$ cat config.mk
export PLATFORM = sky130hd
export DESIGN_NAME = dual_path_xcvr
export DESIGN_NICKNAME = d
export VERILOG_FILES = /design/src/rtl/xcvr_pkg.sv /design/src/rtl/xcvr_rst_sync.sv /design/src/rtl/xcvr_cap_reg.sv /design/src/rtl/xcvr_route.sv /design/src/rtl/xcvr_loop_hold.sv /design/src/rtl/dual_path_xcvr.sv
export SDC_FILE = /design/constraint.sdc
export NUM_CORES = 1
export LEC_CHECK = 0
export BUFFER_PORTS_ARGS = -buffer_cell sky130_fd_sc_hd__buf_2
export CAP_MARGIN = 20
export CELL_PAD_IN_SITES_DETAIL_PLACEMENT = 1
export CELL_PAD_IN_SITES_GLOBAL_PLACEMENT = 1
export CORE_UTILIZATION = 39
export CTS_BUF_LIST = sky130_fd_sc_hd__clkbuf_4
export DETAILED_ROUTE_END_ITERATION = 8
export HOLD_SLACK_MARGIN = 0.02
export PLACE_DENSITY = 0.84
export SKIP_LAST_GASP = 1
export SYNTH_ARGS = -nofsm -noshare
export SYNTH_HDL_FRONTEND = slang
export SYNTH_HIERARCHICAL = 1
export SYNTH_SLANG_ARGS = --single-unit
$ cat constraint.sdc
create_clock -name clk -period 1.2 [get_ports clk]
set_clock_uncertainty 0.05 [all_clocks]
set_input_delay 0.18 -clock clk [delete_from_list [all_inputs] [get_ports clk]]
set_output_delay 0.18 -clock clk [all_outputs]
set_load 0.01 [all_outputs]
$ cat src/rtl/xcvr_pkg.sv
package xcvr_pkg;

  typedef struct packed {
    logic en_ab;
    logic en_ba;
    logic sel_ab;
    logic sel_ba;
  } xcvr_ctl_t;

endpackage

$ cat src/rtl/xcvr_rst_sync.sv
module xcvr_rst_sync #(
  parameter int STAGES = 2
) (
  input  logic clk,
  input  logic rst_n,
  output logic rst_sync_n
);

  logic [STAGES-1:0] chain_q;
  logic [STAGES-1:0] chain_d;

  always_comb begin
    chain_d = {chain_q[STAGES-2:0], 1'b1};
  end

  always_ff @(posedge clk or negedge rst_n) begin
    if (!rst_n) begin
      chain_q <= '0;
    end else begin
      chain_q <= chain_d;
    end
  end

  assign rst_sync_n = chain_q[STAGES-1];

endmodule

$ cat src/rtl/xcvr_cap_reg.sv
module xcvr_cap_reg #(
  parameter int WIDTH = 8
) (
  input  logic             clk,
  input  logic             rst_n,
  input  logic             strobe,
  input  logic [WIDTH-1:0] d,
  output logic [WIDTH-1:0] q
);

  logic             strobe_q;
  logic             take;
  logic [WIDTH-1:0] data_q;
  logic [WIDTH-1:0] data_d;

  always_comb begin
    take   = strobe & ~strobe_q;
    data_d = data_q;
    if (take) begin
      data_d = d;
    end
  end

  always_ff @(posedge clk or negedge rst_n) begin
    if (!rst_n) begin
      strobe_q <= 1'b0;
      data_q   <= '0;
    end else begin
      strobe_q <= strobe;
      data_q   <= data_d;
    end
  end

  assign q = data_q;


  cap_load_chk: assert property (@(posedge clk) disable iff (!rst_n)
    (strobe && !strobe_q) |=> (q == $past(d)));


  cap_keep_chk: assert property (@(posedge clk) disable iff (!rst_n)
    !(strobe && !strobe_q) |=> $stable(q));

endmodule

$ cat src/rtl/xcvr_route.sv
module xcvr_route
  import xcvr_pkg::*;
#(
  parameter int WIDTH  = 8,
  parameter int INVERT = 0
) (
  input  xcvr_ctl_t        ctl,
  input  logic [WIDTH-1:0] a_in,
  input  logic [WIDTH-1:0] b_in,
  input  logic [WIDTH-1:0] reg_ab,
  input  logic [WIDTH-1:0] reg_ba,
  input  logic [WIDTH-1:0] hold_val,
  output logic [WIDTH-1:0] a_lvl,
  output logic [WIDTH-1:0] b_lvl,
  output logic [WIDTH-1:0] a_drv,
  output logic [WIDTH-1:0] b_drv,
  output logic             loop_mode
);

  logic [WIDTH-1:0] flip;

  generate
    if (INVERT != 0) begin : g_inverted
      assign flip = '1;
    end else begin : g_true
      assign flip = '0;
    end
  endgenerate

  always_comb begin
    loop_mode = ctl.en_ab & ctl.en_ba & ~ctl.sel_ab & ~ctl.sel_ba;
    a_lvl     = a_in;
    b_lvl     = b_in;
    unique case ({ctl.en_ba, ctl.en_ab})
      2'b00: begin
        a_lvl = a_in;
        b_lvl = b_in;
      end
      2'b01: begin
        b_lvl = (ctl.sel_ab ? reg_ab : a_in) ^ flip;
      end
      2'b10: begin
        a_lvl = (ctl.sel_ba ? reg_ba : b_in) ^ flip;
      end
      default: begin
        if (loop_mode) begin
          a_lvl = hold_val;
          b_lvl = hold_val ^ flip;
        end else if (ctl.sel_ab && ctl.sel_ba) begin
          a_lvl = reg_ba ^ flip;
          b_lvl = reg_ab ^ flip;
        end else if (ctl.sel_ab) begin
          b_lvl = reg_ab ^ flip;
          a_lvl = b_lvl ^ flip;
        end else begin
          a_lvl = reg_ba ^ flip;
          b_lvl = a_lvl ^ flip;
        end
      end
    endcase
    a_drv = ctl.en_ba ? a_lvl : '0;
    b_drv = ctl.en_ab ? b_lvl : '0;
  end

endmodule

$ cat src/rtl/xcvr_loop_hold.sv
module xcvr_loop_hold #(
  parameter int WIDTH  = 8,
  parameter int INVERT = 0
) (
  input  logic             clk,
  input  logic             rst_n,
  input  logic             loop_mode,
  input  logic             a_ext_vld,
  input  logic             b_ext_vld,
  input  logic [WIDTH-1:0] a_in,
  input  logic [WIDTH-1:0] b_in,
  input  logic [WIDTH-1:0] a_lvl,
  output logic [WIDTH-1:0] hold_val
);

  logic [WIDTH-1:0] flip;
  logic [WIDTH-1:0] hold_q;
  logic [WIDTH-1:0] hold_d;

  generate
    if (INVERT != 0) begin : g_inverted
      assign flip = '1;
    end else begin : g_true
      assign flip = '0;
    end
  endgenerate

  always_comb begin
    hold_d = hold_q;
    if (!loop_mode) begin
      hold_d = a_lvl;
    end else if (a_ext_vld) begin
      hold_d = a_in;
    end else if (b_ext_vld) begin
      hold_d = b_in ^ flip;
    end
  end

  always_ff @(posedge clk or negedge rst_n) begin
    if (!rst_n) begin
      hold_q <= '0;
    end else begin
      hold_q <= hold_d;
    end
  end

  assign hold_val = hold_q;


  loop_keep_chk: assert property (@(posedge clk) disable iff (!rst_n)
    (loop_mode && !a_ext_vld && !b_ext_vld) |=> $stable(hold_val));


  loop_ext_a_chk: assert property (@(posedge clk) disable iff (!rst_n)
    (loop_mode && a_ext_vld) |=> (hold_val == $past(a_in)));

endmodule

$ cat src/rtl/dual_path_xcvr.sv
module dual_path_xcvr
  import xcvr_pkg::*;
#(
  parameter int WIDTH       = 8,
  parameter int INVERT      = 0,
  parameter int SYNC_STAGES = 2
) (
  input  logic             clk,
  input  logic             rst_n,
  input  logic             strobe_ab,
  input  logic             strobe_ba,
  input  logic             en_ab,
  input  logic             en_ba_n,
  input  logic             sel_ab,
  input  logic             sel_ba,
  input  logic [WIDTH-1:0] a_in,
  input  logic             a_ext_vld,
  output logic [WIDTH-1:0] a_out,
  output logic             a_oe,
  input  logic [WIDTH-1:0] b_in,
  input  logic             b_ext_vld,
  output logic [WIDTH-1:0] b_out,
  output logic             b_oe
);

  localparam logic [WIDTH-1:0] FLIP = (INVERT != 0) ? {WIDTH{1'b1}} : {WIDTH{1'b0}};

  logic             rst_core_n;
  xcvr_ctl_t        ctl;
  logic [WIDTH-1:0] reg_ab;
  logic [WIDTH-1:0] reg_ba;
  logic [WIDTH-1:0] hold_val;
  logic [WIDTH-1:0] a_lvl;
  logic [WIDTH-1:0] b_lvl;
  logic             loop_mode;

  always_comb begin
    ctl.en_ab  = en_ab;
    ctl.en_ba  = ~en_ba_n;
    ctl.sel_ab = sel_ab;
    ctl.sel_ba = sel_ba;
  end

  xcvr_rst_sync #(.STAGES(SYNC_STAGES)) i_rst_sync (
    .clk        (clk),
    .rst_n      (rst_n),
    .rst_sync_n (rst_core_n)
  );

  xcvr_cap_reg #(.WIDTH(WIDTH)) i_cap_ab (
    .clk    (clk),
    .rst_n  (rst_core_n),
    .strobe (strobe_ab),
    .d      (a_lvl),
    .q      (reg_ab)
  );

  xcvr_cap_reg #(.WIDTH(WIDTH)) i_cap_ba (
    .clk    (clk),
    .rst_n  (rst_core_n),
    .strobe (strobe_ba),
    .d      (b_lvl),
    .q      (reg_ba)
  );

  xcvr_route #(.WIDTH(WIDTH), .INVERT(INVERT)) i_route (
    .ctl       (ctl),
    .a_in      (a_in),
    .b_in      (b_in),
    .reg_ab    (reg_ab),
    .reg_ba    (reg_ba),
    .hold_val  (hold_val),
    .a_lvl     (a_lvl),
    .b_lvl     (b_lvl),
    .a_drv     (a_out),
    .b_drv     (b_out),
    .loop_mode (loop_mode)
  );

  xcvr_loop_hold #(.WIDTH(WIDTH), .INVERT(INVERT)) i_loop_hold (
    .clk       (clk),
    .rst_n     (rst_core_n),
    .loop_mode (loop_mode),
    .a_ext_vld (a_ext_vld),
    .b_ext_vld (b_ext_vld),
    .a_in      (a_in),
    .b_in      (b_in),
    .a_lvl     (a_lvl),
    .hold_val  (hold_val)
  );

  assign a_oe = ~en_ba_n;
  assign b_oe = en_ab;


  quiet_a_chk: assert property (@(posedge clk) disable iff (!rst_core_n)
    !a_oe |-> (a_out == '0));


  quiet_b_chk: assert property (@(posedge clk) disable iff (!rst_core_n)
    !b_oe |-> (b_out == '0));


  loop_pair_chk: assert property (@(posedge clk) disable iff (!rst_core_n)
    (a_oe && b_oe && !sel_ab && !sel_ba) |-> (b_out == (a_out ^ FLIP)));

endmodule

== Yosys cells after proc, flatten, opt, wreduce, memory -nomap -nowiden ==
Index checks and enable logic that the tools add are counted.
Word-level totals
  register bits after elaboration: 28
  latch bits: 0
  RAM bits: 0
  bits in read-only memories: 0
  input port bits: 26
  output and inout bits: 18
  logic and storage cells: 37
  memories kept: 0
Cells by class
  $add $sub $neg: 0
  $mul: 0
  div/mod/pow operators: 0
  magnitude comparators: 0
  equality and inequality tests: 3
  shift-type cells: 0
  multiplexer cells: 14
  bitwise logic cells: 10
  reduce and logical (&&, ||, !) cells: 4
Operators with widths (count)
  $mux W8: 12
  $pmux W8 S2: 2
  $and A1 B1 Y1: 5
  $not A1 Y1: 5
  $reduce_or A2 Y1: 2
  $ne A3 B3 Y1 const B: 1
  $eq A2 B1 Y1 const B: 1
  $eq A2 B2 Y1 const B: 1
  $logic_not A2 Y1: 1
  $logic_and A1 B1 Y1: 1

== Longest topological paths before layout ==
  word-level depth: 7
  depth in mapped cells: 9
  gate-level depth less buffers: 6

== By module ==
Netlist, hierarchy kept.
By module, submodules not included
  xcvr_route: times used 1, cells an instance 107, area an instance 767.0 µm², sequential area each 0.0 µm²
  xcvr_cap_reg: times used 2, cells an instance 19, area an instance 370.4 µm², sequential area each 225.2 µm²
  xcvr_loop_hold: times used 1, cells an instance 41, area an instance 394.1 µm², sequential area each 200.2 µm²
  xcvr_rst_sync: times used 1, cells an instance 3, area an instance 53.8 µm², sequential area each 50.0 µm²
  dual_path_xcvr: times used 1, cells an instance 2, area an instance 11.3 µm², sequential area each 0.0 µm²

== Worst setup path before layout ==
OpenSTA, ideal clock, no wires.
  path type: input-to-reg
  start point: in en_ba_n
  end point: reg i_loop_hold.hold_q[5], in the netlist i_loop_hold/hold_val[5]
  library setup time: 0.137 ns
  arrival time: 1.616 ns
  required time: 1.013 ns
  slack: -0.603 ns
  stages on the path: 9
  path buffers: 3
  path through: inv_1 -> nor2b_1 -> clkbuf_1 -> and3b_1 -> buf_4 -> or3b_1 -> buf_2 -> o22ai_1 -> a21oi_1
On the way
  cells in the longest elaborated chain, start to end: 7
  elaborated cells on any way between the ends: 12
  classes of those cells: eq/ne (3); mux (3); bitwise (4); reduce/logical (2)
RTL lines
  from (decl): line dual_path_xcvr.sv:13  | input logic en_ba_n,
  $not A1 Y1 *: line dual_path_xcvr.sv:39  | ctl.en_ba = ~en_ba_n;
  $and A1 B1 Y1 * (3 in series): line xcvr_route.sv:31  | loop_mode = ctl.en_ab & ctl.en_ba & ~ctl.sel_ab & ~ctl.sel_ba;
  net loop_mode: line dual_path_xcvr.sv:35  | logic loop_mode;
  $mux W8: line xcvr_route.sv:46  | if (loop_mode) begin
  $pmux W8 S2: line xcvr_route.sv:34  | unique case ({ctl.en_ba, ctl.en_ab})
  $mux W8: line xcvr_loop_hold.sv:30  | if (!loop_mode) begin
  to (signal assigned): line xcvr_loop_hold.sv:43  | hold_q <= hold_d;
  to (decl): line xcvr_loop_hold.sv:17  | logic [WIDTH-1:0] hold_q;
The timed path passes the listed nets; every way through them passes the cells marked *.
A chain may end at the register's enable or synchronous reset.

== Final worst setup path ==
  start point: reg i_cap_ba.data_q[7], in the netlist i_cap_ba/q[7]
  end point: out b_out[7]
On the way
  cells in the longest elaborated chain, start to end: 5
RTL lines
  from (decl): line xcvr_cap_reg.sv:13  | logic [WIDTH-1:0] data_q;
  from (signal assigned): line xcvr_cap_reg.sv:30  | data_q <= data_d;
  $mux W8: line xcvr_route.sv:52  | end else if (ctl.sel_ab) begin
  $mux W8: line xcvr_route.sv:49  | end else if (ctl.sel_ab && ctl.sel_ba) begin
  $mux W8: line xcvr_route.sv:46
  $pmux W8 S2: line xcvr_route.sv:34
  $mux W8: line xcvr_route.sv:62  | b_drv = ctl.en_ab ? b_lvl : '0;
  to (decl): line dual_path_xcvr.sv:22  | output logic [WIDTH-1:0] b_out,
No other way between the ends.

==> results by group <==
Synth
  • Register bit total from synthesis: 28
  • Syn_area_per_cell: 10.3 um2
  • List of most frequent post-synthesis cells: o22ai_1, dfrtp_1, nor2_1
  • Count leader, synth: o22ai_1
  • Post-synth top area share: 35.6%
  • Register area share after synthesis: 35.6%
  • Yosys cell types: 24
  • EDFF count, synth: 0
  • Mapped Area: 1970 um2
  • Asr flop ratio synth: 100%
  • Ys Warns: 6
  • Synth area leader: dfrtp_1
  • Top post-synthesis cells by area: dfrtp_1, mux2_4, o22ai_1, a21oi_1, a222oi_1
  • Primary FF master, synth: dfrtp_1
  • Mapped Nets: 217
  • Synthesized netlist cell count: 191

Setup path
  • Buffers & Inverters on Critical Path: 1
  • Critical R2R Launch: i_cap_ba/q[7]
  • Arr. time, crit path: 1.97 ns
  • WP depth: 4
  • Setup crit start: i_cap_ba/q[7]
  • Setup crit start kind: register
  • Critical path's slowest cell: a222oi_1
  • CP Data Required Time: 0.97 ns
  • CP endpoint: b_out[7]
  • Max incr delay on CP: 0.49 ns
  • CP max FO: 2
  • Worst path cell trace: mux2_4 -> a222oi_1 -> nor2b_1 -> buf_2
  • Flop2flop setup slack: -0.73 ns
  • Delay-heaviest family, CP: compound AO/OA/AOI/OAI gates
  • Reg2reg end: i_cap_ba/q[7]
  • Crit. End Element: output pin
  • R2r worst-path depth: 4
  • Kind of critical path: reg2out

Finish
  • Diode count: 0
  • Layout cells sized above 1: 69.3%
  • NumNets Final: 349
  • Layout area overhead: 79.3%
  • Final Util: 73.7%

GRT
  • Largest net degree at the start of global routing: 26
  • Vias in the first global route: 2555
  • Congestion Overflow GR: 0
  • Total GRT Usage: 36.7%
  • Initial antenna violation count: 0
  • First-pass GRT wire length: 14400 um

Pwr
  • Worst vdd ir: 0.000644 V
  • PwrDens: 1190 nW/um2
  • LEAKAGE: 1.58 nW

STA
  • Hold Vio Cnt, Final: 0
  • Slew HR: 59.3%
  • Max-slew violations: 0
  • Unrepaired setup endpoints after global routing: yes
  • Tcrit/Tclk final: 184%
  • Worst Slack Setup Final: -1.00 ns
  • Min Hold Slack: 0.0672 ns
  • Period minus WS final: 2.20 ns
  • Setup_tns: -20.81 ns
  • Final setup viols: 40
  • Worst-Margin Slew: 0.611 ns
  • Max Clk Rate: 454 MHz

Floorplanning
  • Ports: 44
  • Die Ht: 73.0 um
  • Die X-Extent: 73.0 um
  • Core Box Area: 4790 um2
  • Row cnt: 25
  • Die area: 5330 um2
  • Initial Utilization: 41.1%

Clock network
  • Clock sinks: 28
  • Clock Path Buffers: 2
  • CTS tree: yes
  • Root Buffer: clkbuf_4
  • Clk slew on worst S/H paths: 0.20 ns
  • Clock latency on the worst-skew pair: 0.38 ns
  • CTS HTree Levels: 1
  • TritonCTS Buffers: 3

Drt
  • Drt drc: 0
  • DRT Pass-1 Iters: 8
  • Vias: 2677
  • Routed WL: 12400 um
  • DR WL/cell: 31.9 um
  • DR iter-0 viols: 581
  • Via/cell ratio: 6.88
  • ANT nets after route: 0

Worst hold path
  • Hold crit path type: in2async

Outcome
  • Outcome: complete, but fails checks
  • Failing checks: negative setup slack

Place
  • Port buffer count: 43
  • Hpwl dp: 5390 um
  • Routability Congestion: 0.889
  • Pre-CTS WS: -0.691 ns

Run
  • Max-Cap Viols: 0
## flip-flops by register name, summed over array words and instances, names as in the netlist
name,cells
i_cap_ba/strobe_q,1
i_loop_hold/hold_val,8
i_rst_sync/chain_q,2
i_cap_ab/q,8
i_cap_ba/q,8
i_cap_ab/strobe_q,1
## worst min-delay path by stage
stage,end
final,i_rst_sync/chain_q[1]
after detailed placement,i_rst_sync/chain_q[0]
after CTS,i_rst_sync/chain_q[1]
after global placement,i_rst_sync/chain_q[0]
after floorplan,i_rst_sync/chain_q[0]
after global routing,i_rst_sync/chain_q[0]
## final cells by class
cell class | instances | area [um2]
Clock inverter | 1 | 3.75
Clock buffer | 3 | 22.5
Inverter | 3 | 17.5
Timing Repair Buffer | 146 | 1160
Multi-Input combinational cell | 141 | 1540
Tap cell | 67 | 83.8
Fill cell | 482 | 1260
Sequential cell | 28 | 701
## where the power goes
group / switching (W) / internal [W] / total, W
clock: 0.000382 / 0.000123 / 0.000505
sequential: 0.000161 / 0.00110 / 0.00126
combinational: 0.00112 / 0.00130 / 0.00242
## cells in the final DEF (no fill, tap or decap)
master / n
o2bb2ai_1: 3
a222oi_1: 8
a21oi_1: 9
nor2b_4: 2
or3b_4: 1
o22ai_4: 4
mux2i_4: 8
a221oi_2: 5
nor2b_1: 9
buf_6: 31
buf_12: 3
conb_1: 1
a22oi_1: 2
a221oi_4: 3
buf_2: 40
nand3b_4: 1
clkinv_1: 1
clkinvlp_4: 1
dfrtp_1: 28
nor2_4: 1
and3b_1: 1
a22oi_2: 6
buf_4: 68
mux2_2: 1
a21oi_2: 7
inv_4: 1
nand2b_1: 1
mux2_4: 23
o22ai_1: 11
nor2_1: 20
o22ai_2: 14
clkbuf_4: 3
dlygate4sd3_1: 4
inv_1: 1
## kinds of logic after synthesis
logic type,after synthesis,synth area share (%)
buf+inv,22,6.93
other cells,1,0.191
mux,32,21.1
simple gates,36,10.9
compound gates,72,25.3
flops,28,35.6
## what timing repair did
action / in CTS / in global routing
setup endpoints to repair: 40 / 40
gates resized for setup: 55 / 38
hold buffers: 4 / 0
gates cloned: 0 / 0
buffers inserted: 19 / 23
pin swaps: 25 / 22
hold endpoints to repair: 5 / 0
## layer usage
metal  up-vias  global-route usage (%)  wire length [um]
met2       273                    63.1              5820
met1      1304                    44.7              4470
met5         -                       0                 0
met4         0                    16.6               861
met3        91                    6.49              1260
li1       1009                       -                 -
## per-stage QoR
| step | cells | power, W | instance area, um2 |
|---|---|---|---|
| detailed placement | 354 | 0.00269 | 2790 |
| floorplan | 191 | 0.00201 | 2110 |
| global route | 389 | 0.00426 | 3530 |
| global placement | 354 | 0.00260 | 2790 |
| finish | 389 | 0.00419 | 3530 |
| CTS | 373 | 0.00349 | 3230 |
Note: power is estimated with default switching activity, not from simulation.
